<file path="src/rtl/wps_pkg.sv">
package wps_pkg;

  typedef enum logic [1:0] {
    SW_32   = 2'b00,
    SW_64   = 2'b01,
    SW_128  = 2'b10,
    SW_128B = 2'b11
  } samp_width_e;

  // log2 of the number of 32-bit lanes one sample covers
  function automatic logic [1:0] lane_shift(samp_width_e m);
    case (m)
      SW_32:   return 2'd0;
      SW_64:   return 2'd1;
      default: return 2'd2;
    endcase
  endfunction

endpackage

</file>
<file path="src/rtl/sample_packer.sv">
module sample_packer #(
  parameter int LANE_W    = 32,
  parameter int LANES     = 8,
  parameter int PIN_LANES = 4,
  parameter int FILL_W    = $clog2(LANES)
) (
  input  logic                        clk,
  input  logic                        rst_n,
  input  logic                        clr,
  input  logic                        cap_en,
  input  logic [1:0]                  shift,
  input  logic [PIN_LANES*LANE_W-1:0] pins,
  output logic [LANES*LANE_W-1:0]     word_next,
  output logic [FILL_W-1:0]           fill,
  output logic                        last
);
  localparam int SEL_W = (PIN_LANES > 1) ? $clog2(PIN_LANES) : 1;

  logic [LANE_W-1:0] pin_lane [PIN_LANES];
  logic [FILL_W-1:0] spw_m1;

  for (genvar j = 0; j < PIN_LANES; j++) begin : g_pin
    assign pin_lane[j] = pins[j*LANE_W +: LANE_W];
  end

  assign spw_m1 = FILL_W'((LANES >> shift) - 1);
  assign last   = (fill == spw_m1);

  for (genvar i = 0; i < LANES; i++) begin : g_lane
    logic [LANE_W-1:0] lane_q;
    logic              hit;
    logic [SEL_W-1:0]  sel;
    always_comb begin
      hit = cap_en && (FILL_W'(i >> shift) == fill);
      sel = SEL_W'(i & ((1 << shift) - 1));
    end
    assign word_next[i*LANE_W +: LANE_W] = hit ? pin_lane[sel] : lane_q;
    always_ff @(posedge clk or negedge rst_n) begin
      if (!rst_n) lane_q <= '0;
      else        lane_q <= word_next[i*LANE_W +: LANE_W];
    end
  end

  always_ff @(posedge clk or negedge rst_n) begin
    if (!rst_n)      fill <= '0;
    else if (clr)    fill <= '0;
    else if (cap_en) fill <= last ? '0 : fill + FILL_W'(1);
  end


  fill_range_chk: assert property (@(posedge clk) disable iff (!rst_n)
    fill <= spw_m1);

endmodule

</file>
<file path="src/rtl/wide_wr_port.sv">
module wide_wr_port #(
  parameter int DATA_W = 256
) (
  input  logic              clk,
  input  logic              rst_n,
  input  logic              load,
  input  logic [DATA_W-1:0] din,
  input  logic              ready,
  output logic              valid,
  output logic [DATA_W-1:0] dout,
  output logic              free,
  output logic              acc
);
  assign acc  = valid && ready;
  assign free = !valid || ready;

  always_ff @(posedge clk or negedge rst_n) begin
    if (!rst_n) begin
      valid <= 1'b0;
      dout  <= '0;
    end else if (load) begin
      valid <= 1'b1;
      dout  <= din;
    end else if (acc) begin
      valid <= 1'b0;
    end
  end


  wr_hold_chk: assert property (@(posedge clk) disable iff (!rst_n)
    valid && !ready |=> valid && $stable(dout));

endmodule

</file>
<file path="src/rtl/wrap_ptr.sv">
module wrap_ptr #(
  parameter int ADDR_W = 10
) (
  input  logic              clk,
  input  logic              rst_n,
  input  logic              clr,
  input  logic              adv,
  input  logic [ADDR_W-1:0] limit,
  output logic [ADDR_W-1:0] ptr,
  output logic              at_limit
);
  assign at_limit = (ptr == limit);

  always_ff @(posedge clk or negedge rst_n) begin
    if (!rst_n)   ptr <= '0;
    else if (clr) ptr <= '0;
    else if (adv) ptr <= at_limit ? '0 : ptr + ADDR_W'(1);
  end


  ptr_step_chk: assert property (@(posedge clk) disable iff (!rst_n)
    adv && !clr |=> (ptr == '0) || (ptr == $past(ptr) + ADDR_W'(1)));

endmodule

</file>
<file path="src/rtl/wide_pin_sampler.sv">
module wide_pin_sampler
  import wps_pkg::*;
#(
  parameter  int LANE_W = 32,
  parameter  int WORD_W = 256,
  parameter  int ADDR_W = 10,
  localparam int LANES  = WORD_W / LANE_W,
  localparam int PIN_W  = 4 * LANE_W,
  localparam int FILL_W = $clog2(LANES),
  localparam int CNT_W  = $clog2(LANES + 1)
) (
  input  logic              clk,
  input  logic              rst_n,
  input  logic [PIN_W-1:0]  pins,
  input  logic              tick,
  input  logic              start,
  input  logic              stop,
  input  logic [1:0]        wmode,
  input  logic              wrap_stop,
  input  logic [ADDR_W-1:0] ptr_limit,
  output logic              wr_valid,
  input  logic              wr_ready,
  output logic [WORD_W-1:0] wr_data,
  output logic [ADDR_W-1:0] wr_addr,
  output logic              busy,
  output logic              overflow,
  output logic              wrapped,
  output logic [CNT_W-1:0]  part_cnt
);
  samp_width_e       mode_q;
  logic              wrap_q;
  logic              start_ok, cap_en, load, drop, wrap_hit;
  logic              wr_free, wr_acc, last, at_limit;
  logic [FILL_W-1:0] fill;
  logic [WORD_W-1:0] word_next;

  assign start_ok = start && !busy && !wr_valid;
  assign cap_en   = busy && tick && !stop;
  assign wrap_hit = wr_acc && at_limit && wrap_q;
  assign load     = cap_en && last && wr_free && !wrap_hit;
  assign drop     = cap_en && last && !wr_free;

  sample_packer #(
    .LANE_W(LANE_W), .LANES(LANES), .PIN_LANES(4), .FILL_W(FILL_W)
  ) u_pack (
    .clk(clk), .rst_n(rst_n), .clr(start_ok), .cap_en(cap_en),
    .shift(lane_shift(mode_q)), .pins(pins),
    .word_next(word_next), .fill(fill), .last(last)
  );

  wide_wr_port #(.DATA_W(WORD_W)) u_port (
    .clk(clk), .rst_n(rst_n), .load(load), .din(word_next),
    .ready(wr_ready), .valid(wr_valid), .dout(wr_data),
    .free(wr_free), .acc(wr_acc)
  );

  wrap_ptr #(.ADDR_W(ADDR_W)) u_ptr (
    .clk(clk), .rst_n(rst_n), .clr(start_ok), .adv(wr_acc),
    .limit(ptr_limit), .ptr(wr_addr), .at_limit(at_limit)
  );

  always_ff @(posedge clk or negedge rst_n) begin
    if (!rst_n) begin
      busy     <= 1'b0;
      overflow <= 1'b0;
      wrapped  <= 1'b0;
      part_cnt <= '0;
      mode_q   <= SW_32;
      wrap_q   <= 1'b0;
    end else if (start_ok) begin
      busy     <= 1'b1;
      overflow <= 1'b0;
      wrapped  <= 1'b0;
      part_cnt <= '0;
      mode_q   <= samp_width_e'(wmode);
      wrap_q   <= wrap_stop;
    end else begin
      if (busy && stop) begin
        busy     <= 1'b0;
        part_cnt <= CNT_W'(fill);
      end
      if (drop) begin
        busy     <= 1'b0;
        overflow <= 1'b1;
      end
      if (wrap_hit) begin
        busy    <= 1'b0;
        wrapped <= 1'b1;
      end
    end
  end


  ovf_chk: assert property (@(posedge clk) disable iff (!rst_n)
    cap_en && last && wr_valid && !wr_ready |=> overflow && !busy && wr_valid);


  stop_chk: assert property (@(posedge clk) disable iff (!rst_n)
    busy && stop |=> !busy);


  wrap_end_chk: assert property (@(posedge clk) disable iff (!rst_n)
    wr_valid && wr_ready && wr_addr == ptr_limit && wrap_q |=> !busy && !wr_valid);


  addr_hold_chk: assert property (@(posedge clk) disable iff (!rst_n)
    wr_valid && !wr_ready |=> $stable(wr_addr));

endmodule

</file>
<file path="config.mk">
export PLATFORM = sky130hd
export DESIGN_NAME = wide_pin_sampler
export DESIGN_NICKNAME = d
export VERILOG_FILES = /design/src/rtl/wps_pkg.sv /design/src/rtl/sample_packer.sv /design/src/rtl/wide_wr_port.sv /design/src/rtl/wrap_ptr.sv /design/src/rtl/wide_pin_sampler.sv
export SDC_FILE = /design/constraint.sdc
export NUM_CORES = 1
export LEC_CHECK = 0
export BUFFER_PORTS_ARGS = -buffer_cell sky130_fd_sc_hd__buf_2
export CAP_MARGIN = 20
export CORE_ASPECT_RATIO = 1.25
export CORE_MARGIN = 8
export CORE_UTILIZATION = 38
export CTS_BUF_LIST = sky130_fd_sc_hd__clkbuf_4 sky130_fd_sc_hd__clkbuf_8
export CTS_CLUSTER_SIZE = 14
export DETAILED_ROUTE_END_ITERATION = 8
export SLEW_MARGIN = 20
export SYNTH_ARGS = -nofsm -noshare
export SYNTH_HDL_FRONTEND = slang
export SYNTH_SLANG_ARGS = --single-unit
</file>
<file path="constraint.sdc">
create_clock -name clk -period 2.5 [get_ports clk]
set_input_delay 0.125 -clock clk [delete_from_list [all_inputs] [get_ports clk]]
set_output_delay 0.125 -clock clk [all_outputs]
set_load 0.02 [all_outputs]
</file>
==> metrics.txt <==
RR Endpoint u_port.dout[191]$_DFFE_PN0P_; YS warnings 0; final worst-path setup slack about 0.046 ns; fill count 4952; synthesized area 21200 sq um; worst-skew pair later-pin latency between 0.6 and 0.7 ns; synth top area cells dfrtp_1 (59%), mux2_1 (9.7%), mux2_2 (9.0%), mux2i_1 (7.6%), nand2_1 (2.8%); max_cap viols 0; first-pass GRT wire length 99700 um; antenna violations before repair 5; Yosys top cell area share 0.593; Async SR Flop Fraction 1.00; Syn-to-layout area delta 33.1%; Worst-Margin Slew 0.777 ns; area of the multi-input gates 7720 sq um; WS Path Type flop to flop; Lkg Pwr 14.8 nW; number of buffers created by CTS slightly above 80; # setup viols final 0; aggregate global-route resource usage 0.203; pwr/cell area 1030 nW/um^2; Mapped Cells 1628; number of DRC markers in iteration 0 approximately 750; Syn Area/Cell about 13 sq um; row cnt 97; count of different cell masters after synthesis 52; CP endpoint u_port.dout[191]$_DFFE_PN0P_; Critical Path Start mode_q[1]$_DFFE_PN0P_; TNS Setup 0 ns; CTS tree done; total gr overflow 0; Final Hold Fails 0; total power 29.2 mW; Avg WL per Cell 22.0 um; Max FO, Critical Path 11; Die Span Y 280 um; EDFF count, synth 0; clk sink count approximately 500; GP Congestion between 0.8 and 0.9; nature of the critical path startpoint flop; final worst path period share 0.982; clk slew on worst S/H paths 0.07 ns; DRT Wirelength 67800 um; dpl cells 2775; cell taking the most area after synthesis dfrtp_1; FF+latch count, synth about 500; fin crit period 2.45 ns; fin nets between 2000 and 2500; IO Count 421; Core Footprint 55600 sq um; vias per inst roughly 5.0; Max Freq between 400 and 500 MHz; Critical Path Sink Type flop; root buffer cell clkbuf_8; Max Slew Vio Count 0; Relative slew margins 0.482; reg2reg path depth 9; Req. time, crit path around 3 ns; r2r setup slk 0.05 ns; vias in the first global route approximately 17000; Initial Util 0.382; antenna-violating nets left 0; Synthesized Nets 1778; FF/Latch Area 12600 sq um; fin util 0.508; via count 15500; status finished, final reports clean; M1 WL 27700 um; largest net degree at the start of global routing 80; Post-Place Worst Slack -0.223 ns; clock buffer depth 3; Pre-Repair DR Iteration Count 5; met2 WL 33200 um; fin area 28200 sq um; Peak VDD IR approximately 0.60 mV; HPWL Detailed 44600 um; Hold Slack 0.122 ns; Critical Path AT ~3 ns; DP Area 24700 sq um; die width roughly 230 um; reg2reg start mode_q[1]$_DFFE_PN0P_; clk_skew 0.0198 ns; port buffer count ~420; Hold Path Class input port to async pin; Die Area 63700 sq um; layout cells sized above 1 0.367; Residual DRC 0; sequential-to-total area share from yosys stat 0.593; Top Layer Used met4; Main synth FF type dfrtp_1; Layout Cells excl Fill 3087; routed wl met3 3960 um; H-tree Lvls 3
-- sequential cells by signal, indices dropped and copies added (netlist names), 2 cells and up --
| register | cells |
|---|---|
| mode_q | 2 |
| u_pack.fill | 3 |
| part_cnt | 3 |
| u_ptr.ptr | 10 |
| u_pack.g_lane.lane_q | 224 |
| u_port.dout | 256 |
-- logic make-up after synthesis --
logic type | after synthesis | synth area share
AOI/OAI and AO/OA | 158 | 0.0441
buffers and inverters | 225 | 0.0479
adders and majority gates | 3 | 0.00177
and+or+nand+nor | 208 | 0.0436
DFF | 503 | 0.593
muxes | 513 | 0.263
other | 1 | 0.000177
xor gates and xnor gates | 17 | 0.00701
-- layout by cell type (no fill, tap or decap), types with 13 or more instances in the layout --
cell,synthesis,routed
xor2_1,13,13
nand2_1,156,153
buf_12,0,24
clkbuf_8,0,104
o21ai_0,40,40
mux2_2,170,170
o22ai_1,66,66
mux2i_1,161,159
buf_2,29,418
mux2_1,182,182
buf_4,20,56
clkbuf_4,0,23
nand3_1,16,15
dlygate4sd3_1,0,143
a21oi_1,38,34
inv_1,133,133
dfrtp_1,503,501
-- per-layer routing --
metal  up-vias  track usage
met2       498        0.338
met5         -            0
li1       6905            -
met1      7919        0.249
met4         0        0.101
met3       152       0.0430
-- worst min path at each step --
stage / endpoint / start / slack [ns]
after floorplan: busy$_DFFE_PN0P_ / rst_n / -0.17
final: u_port.dout[33]$_DFFE_PN0P_ / rst_n / 0.12
after global placement: u_port.dout[220]$_DFFE_PN0P_ / rst_n / 0.11
after global routing: u_port.dout[24]$_DFFE_PN0P_ / rst_n / 0.08
after detailed placement: u_pack.g_lane[2].lane_q[26]$_DFF_PN0_ / rst_n / 0.12
after CTS: u_port.dout[24]$_DFFE_PN0P_ / rst_n / 0.05
-- where the power goes --
part / switching, mW / internal (mW) / total [mW] / leakage, nW
clock: 3.39 / 4.21 / 7.61 / 0.939
sequential: 1.27 / 11.1 / 12.4 / 6.38
combinational: 5.45 / 3.78 / 9.22 / 7.49
total: 10.1 / 19.1 / 29.2 / 14.8
-- cells in the mapped netlist (all sizes together) (2+ instances only) --
cell	count
dfrtp	503
mux2	352
mux2i	161
nand2	157
inv	133
buf	69
o22ai	66
o21ai	40
a21oi	38
clkbuf	22
nand3	16
xor2	13
nor2	9
nor3b	4
xnor2	4
a31oi	3
ha	3
nand2b	3
and3	2
and4	2
nand4	2
nor2b	2
nor4	2
-- final cells by class --
class,instances,share of cell area
sequential,503,0.446
multi-input combinational,900,0.273
timing repair buffer,658,0.168
clock buffer,127,0.0568
tap,742,0.0329
inverter,134,0.0178
clock inverter,17,0.00514
antenna,6,0.000532
-- what timing repair did --
item                                   CTS  global route
gates cloned                             1             7
hold buffers                           144             0
buffers inserted                         5             5
endpoints found under the hold margin  817             0
pin swaps                                2             4
gates resized for setup                  6            23
setup endpoints to repair              275           115
-- critical path: stages (launching register included) --
cell	delay (ns)
dfrtp_4	0.47
buf_4	0.14
buf_6	0.16
nor2b_4	0.17
xnor2_2	0.14
and4b_2	0.26
buf_4	0.15
clkbuf_16	0.18
mux2_2	0.35
mux2_1	0.29
No activity file was read; power rests on OpenSTA's default activity.
